[src/rtl/tts_pkg.sv]
package tts_pkg;
   localparam int DIV_W = 6;

   typedef enum logic [1:0] {
      PS_DIV1  = 2'd0,
      PS_DIV4  = 2'd1,
      PS_DIV16 = 2'd2,
      PS_DIV64 = 2'd3
   } ps_sel_e;

   function automatic logic [DIV_W-1:0] div_last(input logic [1:0] sel);
      case (ps_sel_e'(sel))
         PS_DIV1:  div_last = DIV_W'(0);
         PS_DIV4:  div_last = DIV_W'(3);
         PS_DIV16: div_last = DIV_W'(15);
         default:  div_last = DIV_W'(63);
      endcase
   endfunction
endpackage

[src/rtl/tts_prescaler.sv]
module tts_prescaler
   import tts_pkg::*;
(
   input  logic       clk,
   input  logic       rst_n,
   input  logic       run_i,
   input  logic       hold_i,
   input  logic [1:0] sel_i,
   output logic       tick_o
);
   logic [1:0]       sel_q;
   logic [DIV_W-1:0] ph_q;
   logic             sel_chg;

   assign sel_chg = (sel_i != sel_q);
   assign tick_o  = run_i && !hold_i && !sel_chg && (ph_q == div_last(sel_i));

   always_ff @(posedge clk) begin
      if (!rst_n) begin
         sel_q <= '0;
         ph_q  <= '0;
      end else begin
         sel_q <= sel_i;
         if (!run_i || hold_i || sel_chg || tick_o) ph_q <= '0;
         else                                       ph_q <= ph_q + 1'b1;
      end
   end

   AST_PHASE_RESTART: assert property (@(posedge clk) disable iff (!rst_n)
      sel_chg |=> (ph_q == '0));
   AST_NO_TICK_ON_CHANGE: assert property (@(posedge clk) disable iff (!rst_n)
      sel_chg |-> !tick_o);
endmodule

[src/rtl/tts_counter.sv]
module tts_counter #(
   parameter int CNT_W = 28
) (
   input  logic             clk,
   input  logic             rst_n,
   input  logic             run_i,
   input  logic             hold_i,
   input  logic             tick_i,
   input  logic             clear_i,
   output logic [CNT_W-1:0] cnt_next_o,
   output logic             wrap_o
);
   logic [CNT_W-1:0] cnt_q;

   assign cnt_next_o = tick_i ? cnt_q + 1'b1 : cnt_q;
   assign wrap_o     = tick_i && (cnt_q == '1);

   always_ff @(posedge clk) begin
      if (!rst_n)                             cnt_q <= '0;
      else if (!run_i || hold_i || clear_i)   cnt_q <= '0;
      else                                    cnt_q <= cnt_next_o;
   end

   AST_OFF_CLEAR: assert property (@(posedge clk) disable iff (!rst_n)
      !run_i |=> (cnt_q == '0));
   AST_LINE_IDLE_CLEAR: assert property (@(posedge clk) disable iff (!rst_n)
      (run_i && hold_i) |=> (cnt_q == '0));
   AST_RESTART: assert property (@(posedge clk) disable iff (!rst_n)
      clear_i |=> (cnt_q == '0));
endmodule

[src/rtl/tts_idle_timer.sv]
module tts_idle_timer #(
   parameter int LIMIT = 2000000
) (
   input  logic clk,
   input  logic rst_n,
   input  logic arm_i,
   input  logic act_i,
   output logic fire_o
);
   localparam int IW = $clog2(LIMIT + 2);

   generate
      if (LIMIT == 0) begin : g_off
         assign fire_o = 1'b0;
      end else begin : g_on
         logic [IW-1:0] idle_q;
         assign fire_o = arm_i && !act_i && (idle_q == IW'(LIMIT - 1));

         always_ff @(posedge clk) begin
            if (!rst_n)                            idle_q <= '0;
            else if (!arm_i || act_i || fire_o)    idle_q <= '0;
            else                                   idle_q <= idle_q + 1'b1;
         end

         if (LIMIT > 1) begin : g_spacing
            AST_IDLE_SPACING: assert property (@(posedge clk) disable iff (!rst_n)
               fire_o |=> !fire_o);
         end
         AST_DISARMED_SILENT: assert property (@(posedge clk) disable iff (!rst_n)
            !arm_i |-> !fire_o);
      end
   endgenerate
endmodule

[src/rtl/tts_emitter.sv]
module tts_emitter #(
   parameter int CNT_W = 28
) (
   input  logic             clk,
   input  logic             rst_n,
   input  logic             run_i,
   input  logic             pkt_i,
   input  logic             idle_i,
   input  logic             wrap_i,
   input  logic [CNT_W-1:0] cnt_next_i,
   input  logic             ready_i,
   output logic             valid_o,
   output logic [CNT_W-1:0] delta_o,
   output logic             wrap_o,
   output logic             busy_o,
   output logic             clear_o
);
   logic valid_q, wrapf_q, pend_q, pend_wrap_q;
   logic [CNT_W-1:0] delta_q;
   logic pkt_trig, trig, slot_free, launch;

   assign pkt_trig  = pkt_i && (cnt_next_i != '0);
   assign trig      = pkt_trig || wrap_i || idle_i;
   assign slot_free = !valid_q || ready_i;
   assign launch    = run_i && slot_free && (trig || pend_q);
   assign clear_o   = launch;

   always_ff @(posedge clk) begin
      if (!rst_n) begin
         valid_q <= 1'b0;
         delta_q <= '0;
         wrapf_q <= 1'b0;
      end else if (launch) begin
         valid_q <= 1'b1;
         delta_q <= cnt_next_i;
         wrapf_q <= wrap_i || pend_wrap_q;
      end else if (ready_i) begin
         valid_q <= 1'b0;
      end
   end

   always_ff @(posedge clk) begin
      if (!rst_n || !run_i || launch) begin
         pend_q      <= 1'b0;
         pend_wrap_q <= 1'b0;
      end else if (trig) begin
         pend_q      <= 1'b1;
         pend_wrap_q <= pend_wrap_q || wrap_i;
      end
   end

   assign valid_o = valid_q;
   assign delta_o = delta_q;
   assign wrap_o  = wrapf_q;
   assign busy_o  = valid_q || pend_q;

   AST_HOLD_RECORD: assert property (@(posedge clk) disable iff (!rst_n)
      (valid_o && !ready_i) |=> (valid_o && $stable(delta_o) && $stable(wrap_o)));
   AST_BUSY_WHILE_HELD: assert property (@(posedge clk) disable iff (!rst_n)
      (valid_o && !ready_i) |=> busy_o);
   AST_QUEUED_ISSUE: assert property (@(posedge clk) disable iff (!rst_n)
      (run_i && pend_q && ready_i) |=> valid_o);
endmodule

[src/rtl/trace_delta_stamp.sv]
module trace_delta_stamp #(
   parameter int CNT_W      = 28,
   parameter int IDLE_LIMIT = 2000000
) (
   input  logic             clk,
   input  logic             rst_n,
   input  logic             cfg_enable,
   input  logic             cfg_ts_en,
   input  logic             cfg_alt_mode,
   input  logic [1:0]       cfg_prescale,
   input  logic             pkt_wr,
   input  logic             line_active,
   input  logic             ts_ready,
   output logic             ts_valid,
   output logic [CNT_W-1:0] ts_delta,
   output logic             ts_wrap,
   output logic             busy
);
   generate
      if (CNT_W < 2) begin : g_bad_cnt
         $error("CNT_W must be at least 2");
      end
      if (IDLE_LIMIT < 0) begin : g_bad_idle
         $error("IDLE_LIMIT must not be negative");
      end
   endgenerate

   logic run, alt, line_hold, idle_arm, pkt_g;
   logic tick, wrap, idle_fire, clear;
   logic [CNT_W-1:0] cnt_next;

   assign run       = cfg_enable && cfg_ts_en;
   assign alt       = run && cfg_alt_mode;
   assign line_hold = alt && !line_active;
   assign idle_arm  = run && !alt;
   assign pkt_g     = run && pkt_wr;

   tts_prescaler i_prescaler (
      .clk(clk), .rst_n(rst_n), .run_i(run), .hold_i(line_hold),
      .sel_i(cfg_prescale), .tick_o(tick)
   );

   tts_counter #(.CNT_W(CNT_W)) i_counter (
      .clk(clk), .rst_n(rst_n), .run_i(run), .hold_i(line_hold),
      .tick_i(tick), .clear_i(clear), .cnt_next_o(cnt_next), .wrap_o(wrap)
   );

   tts_idle_timer #(.LIMIT(IDLE_LIMIT)) i_idle (
      .clk(clk), .rst_n(rst_n), .arm_i(idle_arm), .act_i(pkt_g), .fire_o(idle_fire)
   );

   tts_emitter #(.CNT_W(CNT_W)) i_emitter (
      .clk(clk), .rst_n(rst_n), .run_i(run), .pkt_i(pkt_g), .idle_i(idle_fire),
      .wrap_i(wrap), .cnt_next_i(cnt_next), .ready_i(ts_ready),
      .valid_o(ts_valid), .delta_o(ts_delta), .wrap_o(ts_wrap),
      .busy_o(busy), .clear_o(clear)
   );

   AST_MASTER_GATE: assert property (@(posedge clk) disable iff (!rst_n)
      (!cfg_enable && !ts_valid) |=> !ts_valid);
   AST_TS_OFF_SILENT: assert property (@(posedge clk) disable iff (!rst_n)
      (!cfg_ts_en && !ts_valid) |=> !ts_valid);
   AST_ALT_NEEDS_TS: assert property (@(posedge clk) disable iff (!rst_n)
      (cfg_alt_mode && !cfg_ts_en && !ts_valid) |=> (!ts_valid && !busy));
endmodule

[config.mk]
export PLATFORM = sky130hd
export DESIGN_NAME = trace_delta_stamp
export DESIGN_NICKNAME = d
export VERILOG_FILES = /design/src/rtl/tts_pkg.sv /design/src/rtl/tts_prescaler.sv /design/src/rtl/tts_counter.sv /design/src/rtl/tts_idle_timer.sv /design/src/rtl/tts_emitter.sv /design/src/rtl/trace_delta_stamp.sv
export SDC_FILE = /design/constraint.sdc
export NUM_CORES = 1
export LEC_CHECK = 0
export ABC_CLOCK_PERIOD_IN_PS = 4350
export CORE_UTILIZATION = 46
export CTS_BUF_LIST = sky130_fd_sc_hd__clkbuf_16
export CTS_CLUSTER_SIZE = 24
export DETAILED_ROUTE_END_ITERATION = 12
export GPL_TIMING_DRIVEN = 0
export PLACE_DENSITY = 0.68
export SLEW_MARGIN = 20
export SYNTH_ARGS = -nofsm -noshare
export SYNTH_HDL_FRONTEND = slang
export SYNTH_SLANG_ARGS = --single-unit
[constraint.sdc]
create_clock -name clk -period 4.35 [get_ports clk]
set_input_delay 1.0875 -clock clk [delete_from_list [all_inputs] [get_ports clk]]
set_output_delay 1.0875 -clock clk [all_outputs]
set_load 0.005 [all_outputs]
# --- Word-level counts from Yosys, hierarchy flattened ---
# Index checks and enable logic that the tools add are counted.
op_classes:
  n_eq_ne: 6
  add_sub_neg: 3
  n_mux: 4
  n_reduce_logical: 43
  n_bitwise: 1
op_table:
  columns: ["op", "count"]
  rows:
  - ["$add 28x1->28 const B", 1]
  - ["$eq 28x28->1 const B", 1]
  - ["$mux 28", 1]
  - ["$reduce_bool 28->1", 1]
  - ["$add 21x1->21 const B", 1]
  - ["$eq 21x21->1 const B", 1]
  - ["$pmux 6 s3", 1]
  - ["$logic_and 1x1->1", 14]
  - ["$logic_or 1x1->1", 14]
  - ["$logic_not 1->1", 9]
  - ["$add 6x1->6 const B", 1]
  - ["$eq 6x6->1", 1]
  - ["$reduce_or 2->1", 3]
  - ["$eq 2x1->1 const B", 1]
  - ["$eq 2x2->1 const B", 1]
  - ["$logic_not 2->1", 1]
  - ["$mux 1", 2]
  - ["$ne 2x2->1", 1]
  - ["$reduce_bool 2->1", 1]
  - ["$not 1->1", 1]
word_totals:
  out_inout_bits: 31
  wordCells: 66
  inputBits: 10
  reg_bits: 89

# --- Longest topological paths before layout ---
depth:
  word_depth: 16
  ltp_mapped: 13

# --- Cells and area by module ---
# A second synthesis with hierarchy kept.
hier_totals:
  cells_unflattened: 479
  area_unflattened_um2: 4257.8
by_module_without_submodules:
  columns: ["module", "instances", "cells_per_inst", "area_per_inst_um2"]
  rows:
  - ["tts_counter", 1, 170, 1436.4]
  - ["tts_emitter", 1, 152, 1417.6]
  - ["tts_idle_timer", 1, 114, 980.9]
  - ["tts_prescaler", 1, 39, 387.9]
  - ["trace_delta_stamp", 1, 4, 35.0]

# --- Least setup slack after synthesis ---
# OpenSTA, ideal clock, no wires.
synth_timing:
  path_type: "in2reg"
  startpoint: "input port cfg_alt_mode"
  endpoint: "register i_counter.cnt_q[10]"
  path_stages: 12
  arrival_ps: 3880
  n_path_buf: 3
  path_slack_ps: 382
  path_cell_list: "nor2b_1 -> buf_6 -> or4_4 -> a2111oi_4 -> mux2_1 -> o22ai_1 -> or4_1 -> and4b_1 -> a21boi_2 -> buf_6 -> buf_6 -> nor4_2"
synth_via:
  elab_chain_len: 15
  word_cells_on_any_way: 21
synth_rtl:
  columns: ["element", "line_no", "text"]
  rows:
  - ["start, declared", "trace_delta_stamp.sv:9", "input logic cfg_alt_mode,"]
  - ["$logic_and 1x1->1 *", "trace_delta_stamp.sv:33", "assign alt = run && cfg_alt_mode;"]
  - ["$logic_and 1x1->1", "trace_delta_stamp.sv:34", "assign line_hold = alt && !line_active;"]
  - ["$logic_not 1->1", "tts_prescaler.sv:16", "assign tick_o = run_i && !hold_i && !sel_chg && (ph_q == div_last(sel_i));"]
  - ["$logic_and 1x1->1 (3 in series)", "tts_prescaler.sv:16", null]
  - ["$mux 28", "tts_counter.sv:15", "assign cnt_next_o = tick_i ? cnt_q + 1'b1 : cnt_q;"]
  - ["$reduce_bool 28->1", "tts_emitter.sv:22", "assign pkt_trig = pkt_i && (cnt_next_i != '0);"]
  - ["$logic_and 1x1->1", "tts_emitter.sv:22", null]
  - ["$logic_or 1x1->1 (2 in series)", "tts_emitter.sv:23", "assign trig = pkt_trig || wrap_i || idle_i;"]
  - ["$logic_or 1x1->1", "tts_emitter.sv:25", "assign launch = run_i && slot_free && (trig || pend_q);"]
  - ["$logic_and 1x1->1", "tts_emitter.sv:25", null]
  - ["$logic_or 1x1->1", "tts_counter.sv:20", "else if (!run_i || hold_i || clear_i) cnt_q <= '0;"]
  - ["$reduce_or 2->1 (no source line)", null, null]
  - ["end signal, assigned", "tts_counter.sv:21", "else cnt_q <= cnt_next_o;"]
  - ["end, declared", "tts_counter.sv:13", "logic [CNT_W-1:0] cnt_q;"]
# Every way passes the cells marked *; elsewhere a longest branch is shown, timed or not.
# A chain may end at the register's enable or synchronous reset.

# --- Worst setup path in the final report ---
layout_timing:
  startpoint: "input port line_active"
  endpoint: "register i_emitter.delta_q[5] (netlist: i_emitter.delta_o[5])"
layout_via:
  elab_chain_len: 13
  word_cells_on_any_way: 14
layout_rtl:
  columns: ["element", "line_no", "text"]
  rows:
  - ["start, declared", "trace_delta_stamp.sv:12", "input logic line_active,"]
  - ["$logic_not 1->1 *", "trace_delta_stamp.sv:34", null]
  - ["$logic_and 1x1->1 *", "trace_delta_stamp.sv:34", null]
  - ["$logic_not 1->1 *", "tts_prescaler.sv:16", null]
  - ["$logic_and 1x1->1 * (3 in series)", "tts_prescaler.sv:16", null]
  - ["$mux 28", "tts_counter.sv:15", null]
  - ["$reduce_bool 28->1", "tts_emitter.sv:22", null]
  - ["$logic_and 1x1->1", "tts_emitter.sv:22", null]
  - ["$logic_or 1x1->1 (2 in series)", "tts_emitter.sv:23", null]
  - ["$logic_or 1x1->1", "tts_emitter.sv:25", null]
  - ["$logic_and 1x1->1", "tts_emitter.sv:25", null]
  - ["end signal, assigned", "tts_emitter.sv:35", "delta_q <= cnt_next_i;"]
  - ["end, declared", "tts_emitter.sv:19", "logic [CNT_W-1:0] delta_q;"]
# Marked as above.

==> run_summary.xml <==
<?xml version="1.0" encoding="UTF-8"?>
<metrics>
  <group name="timing">
    <metric name="post-route-worst-setup-slack" unit="ns">0.0997</metric>
    <metric name="timing_worst_slew_pin_value" unit="ns">1.03</metric>
    <metric name="final.setup_skew" unit="ns">0.00552</metric>
    <metric name="max_freq" unit="MHz">235</metric>
    <metric name="clock_period_minus_worst_slack" unit="ns">4.25</metric>
    <metric name="min_period_over_period" unit="%">97.7</metric>
    <metric name="final-hold-violation-count" unit="">0</metric>
    <metric name="timing.slew.headroom" unit="%">31.1</metric>
    <metric name="slew_violations" unit="">0</metric>
    <metric name="final-setup-viol-count" unit="">0</metric>
  </group>
  <group name="floorplanning">
    <metric name="core_box_area" unit="um^2">9820</metric>
    <metric name="start_util" unit="%">47.8</metric>
    <metric name="floorplan.rows" unit="">36</metric>
    <metric name="design.portCount" unit="">41</metric>
    <metric name="die_area" unit="um^2">10600</metric>
    <metric name="fp.dieH" unit="um">103</metric>
    <metric name="die_width" unit="um">103</metric>
  </group>
  <group name="logic_synthesis">
    <metric name="synth_enable_flop_cells" unit="">0</metric>
    <metric name="post_synth_most_frequent_cells" unit="">89 x dfxtp_1, 67 x nand2_1, 46 x nor2_1, 38 x xor2_1, 35 x nand3_1</metric>
    <metric name="synthTopCellsByArea" unit="">dfxtp_1 38%, xor2_1 7.1%, nor4_2 6.9%, o221a_2 6.2%, nand2_1 5.4%</metric>
    <metric name="syn_area" unit="um^2">4700</metric>
    <metric name="synth_top_cell_area_share" unit="%">37.9</metric>
    <metric name="ys_warn_count" unit="">0</metric>
    <metric name="synth_net_count" unit="">541</metric>
    <metric name="syn_area_per_cell" unit="um^2">8.90</metric>
    <metric name="synth_ff_type" unit="">dfxtp_1</metric>
    <metric name="postSynth.asyncResetShare" unit="%">0</metric>
    <metric name="post_synth_inst_count" unit="">528</metric>
    <metric name="synth.ff_latch_count" unit="">89</metric>
    <metric name="synth_cell_type_count" unit="">53</metric>
    <metric name="library_cell_with_the_highest_instance_count_after_synthesis" unit="">dfxtp_1</metric>
    <metric name="ys_seq_area_share" unit="%">37.9</metric>
    <metric name="synthDominantAreaCellType" unit="">dfxtp_1</metric>
  </group>
  <group name="min_path">
    <metric name="worst_hold_path_type" unit="">reg -&gt; reg</metric>
    <metric name="worst_hold_path.endpoint" unit="">i_emitter.delta_o[23]$_SDFFE_PN0P_</metric>
    <metric name="min_from" unit="">i_emitter.delta_o[23]$_SDFFE_PN0P_</metric>
    <metric name="whs_path_depth" unit="">2</metric>
  </group>
  <group name="worst_setup_path">
    <metric name="worst-path-max-fanout" unit="">9</metric>
    <metric name="data_required_time_of_the_worst_path" unit="ns">4.59</metric>
    <metric name="reg2reg_slack" unit="ns">0.66</metric>
    <metric name="start_kind" unit="">input pin</metric>
    <metric name="worstReg2RegEnd" unit="">i_emitter.delta_o[5]$_SDFFE_PN0P_</metric>
    <metric name="crit_arrival" unit="ns">4.49</metric>
    <metric name="critPathCaptureType" unit="">flip-flop</metric>
    <metric name="startpoint_of_the_lowest_slack_register_to_register_path" unit="">i_counter.cnt_q[0]$_SDFF_PP0_</metric>
    <metric name="r2r.worst_path.cells" unit="">12</metric>
    <metric name="critical_path_class" unit="">in -&gt; reg</metric>
  </group>
  <group name="placement">
    <metric name="io_buffers" unit="">40</metric>
    <metric name="detailed_place_hpwl" unit="mm">8.65</metric>
    <metric name="place_worst_setup_slack" unit="ns">-0.807</metric>
    <metric name="place.gp.congestion" unit="">0.918</metric>
    <metric name="dpl_cell_area" unit="um^2">5260</metric>
  </group>
  <group name="routing">
    <metric name="routed_wire_length_per_instance" unit="um">16.2</metric>
    <metric name="first_iter_violations" unit="">266</metric>
    <metric name="drt_wl_total" unit="mm">11.8</metric>
    <metric name="drt_drc_violations_left" unit="">0</metric>
    <metric name="via_per_inst" unit="">5.62</metric>
    <metric name="vias" unit="">4087</metric>
    <metric name="postRouteAntennaNets" unit="">0</metric>
    <metric name="detailedRoute.firstPassIterationCount" unit="">5</metric>
  </group>
  <group name="power">
    <metric name="power.density_cell_area" unit="nW/um^2">275</metric>
    <metric name="total_leakage_power" unit="nW">1.87</metric>
    <metric name="vdd.ir_drop.worst" unit="uV">285</metric>
  </group>
  <group name="finish">
    <metric name="n_fill_cell" unit="">924</metric>
    <metric name="antenna_fix_cells" unit="">0</metric>
    <metric name="final_net_count" unit="">602</metric>
    <metric name="final_design_area_no_fill" unit="um^2">5770</metric>
    <metric name="area_growth_synth_to_finish" unit="%">22.9</metric>
    <metric name="fraction_of_layout_instances_using_a_drive_strength_above_1" unit="%">17.3</metric>
  </group>
  <group name="status">
    <metric name="status" unit="">finished, final reports clean</metric>
  </group>
  <group name="clocking">
    <metric name="cts_hold_buffers" unit="">0</metric>
    <metric name="cts.sink_count" unit="">89</metric>
    <metric name="clock_transition_at_the_registers_of_the_reported_paths" unit="ns">0.06</metric>
    <metric name="root_buffer" unit="">clkbuf_16</metric>
    <metric name="tritoncts" unit="">yes</metric>
    <metric name="cts_inserted_buffers" unit="">9</metric>
    <metric name="cts_max_path_buffers" unit="">2</metric>
    <metric name="h_tree_depth" unit="">3</metric>
    <metric name="clk-insertion-delay-late" unit="ns">0.35</metric>
  </group>
  <group name="run">
    <metric name="cap_viol_max_count" unit="">0</metric>
  </group>
  <group name="global_route">
    <metric name="gr_util_all_layers" unit="%">24.1</metric>
    <metric name="grt_pass1_vias" unit="">3943</metric>
    <metric name="grt.overflow.total" unit="">0</metric>
    <metric name="grt_antenna_before_repair" unit="">0</metric>
    <metric name="pin_count_of_the_biggest_net_entering_global_routing" unit="">15</metric>
    <metric name="grt_first_pass_wirelength" unit="mm">19.4</metric>
  </group>
</metrics>
-- report_power, final --
part,leakage (nW),internal [mW],switching [mW]
sequential,0.717,0.817,0.00105
clock,0.134,0.380,0.319
combinational,1.02,0.0221,0.0473
total,1.87,1.22,0.367
-- stage by stage --
stage | std cells | total power [mW] | util, % | TNS (ns) | hold slack (ns)
after floorplan | 528 | 0.872 | - | 0 | 0.438
after CTS | 720 | 1.60 | 57.2 | 0 | 0.470
after detailed placement | 701 | 0.897 | 53.6 | -42.67 | 0.460
after global routing | 727 | 1.64 | 58.8 | -0.0166 | 0.485
final | 727 | 1.59 | 58.8 | 0 | 0.461
after global placement | 701 | 0.896 | 53.6 | -40.89 | 0.453
-- critical path, cell delays in order --
cell,delay [ns]
clkdlybuf4s50_1,0.48
nor2b_1,0.06
buf_6,0.15
or4_4,0.49
a2111oi_4,0.43
mux2_4,0.23
o22ai_2,0.09
or4_1,0.54
and4b_1,0.31
a21boi_2,0.08
buf_6,0.16
buf_4,0.14
o221a_2,0.25
-- layout make-up --
class	count	area (um^2)	share of cell area, %
Sequential cell	89	1780	30.9
Tap cell	133	166	2.88
Multi-Input combinational cell	397	2860	49.5
Clock buffer	9	225	3.90
Inverter	7	26.3	0.455
Clock inverter	7	38.8	0.672
Timing Repair Buffer	50	488	8.45
Buffer	35	189	3.27
-- cell usage in the layout, fill, tap and decap left out, types with 5 or more instances in the layout --
cell type	count
nor4_2	18
nor4_4	8
and4_1	5
or3_1	5
xnor2_1	22
and3_1	13
clkdlybuf4s50_1	35
clkbuf_1	24
clkbuf_16	9
dfxtp_1	89
inv_1	8
nor2_1	46
xor2_1	37
nand2_1	66
nor4_1	9
dlymetal6s2s_1	5
nand4_1	11
a21oi_1	6
nor3_1	17
buf_4	11
and2_1	7
nand3_1	35
o221a_2	26
-- worst max path at each step --
stage,start,end,slack [ns],depth (start not counted)
5_1_grt,line_active,i_counter.cnt_q[11]$_SDFF_PP0_,-0.007,13
3_5_place_dp,cfg_alt_mode,i_emitter.delta_o[18]$_SDFFE_PN0P_,-0.81,12
3_3_place_gp,cfg_alt_mode,i_emitter.delta_o[16]$_SDFFE_PN0P_,-0.78,12
4_1_cts,cfg_alt_mode,i_counter.cnt_q[14]$_SDFF_PP0_,0.005,13
6_report,line_active,i_emitter.delta_o[5]$_SDFFE_PN0P_,0.1,13
2_1_floorplan,cfg_alt_mode,i_counter.cnt_q[10]$_SDFF_PP0_,0.38,12
-- routing by layer --
layer	GRT usage (%)	vias to the layer above	wire, um
li1	-	2034	-
met1	30.7	1954	5630
met2	37.7	77	5300
met3	5.49	22	468
met4	13.4	0	412
met5	0	-	0
-- sequential cells by signal (all words and copies together) (netlist names) --
register	cells
i_counter.cnt_q	28
i_emitter.delta_o	28
i_emitter.pend_q	1
i_emitter.pend_wrap_q	1
i_emitter.valid_o	1
i_emitter.wrap_o	1
i_idle.g_on.idle_q	21
i_prescaler.ph_q	6
i_prescaler.sel_q	2
-- cell families (layout without fill, tap and decap cells) --
group                    after synthesis  count (layout)  synth area share, %
AO/OA/AOI/OAI                         65              65                 12.7
AND/OR/NAND/NOR                      265             265                 32.3
XOR/XNOR                              60              60                 11.2
multiplexers                           4               4                0.879
flip-flops                            89              89                 37.9
buffers and inverters                 42             108                 4.29
adder cells (fa/ha/maj)                3               3                0.799
-- what timing repair did --
action	in CTS	in global routing
setup endpoints to repair	59	59
pin swaps	5	6
buffers inserted	3	7
gates resized for setup	13	20
Power figures use the tool's default switching activity.
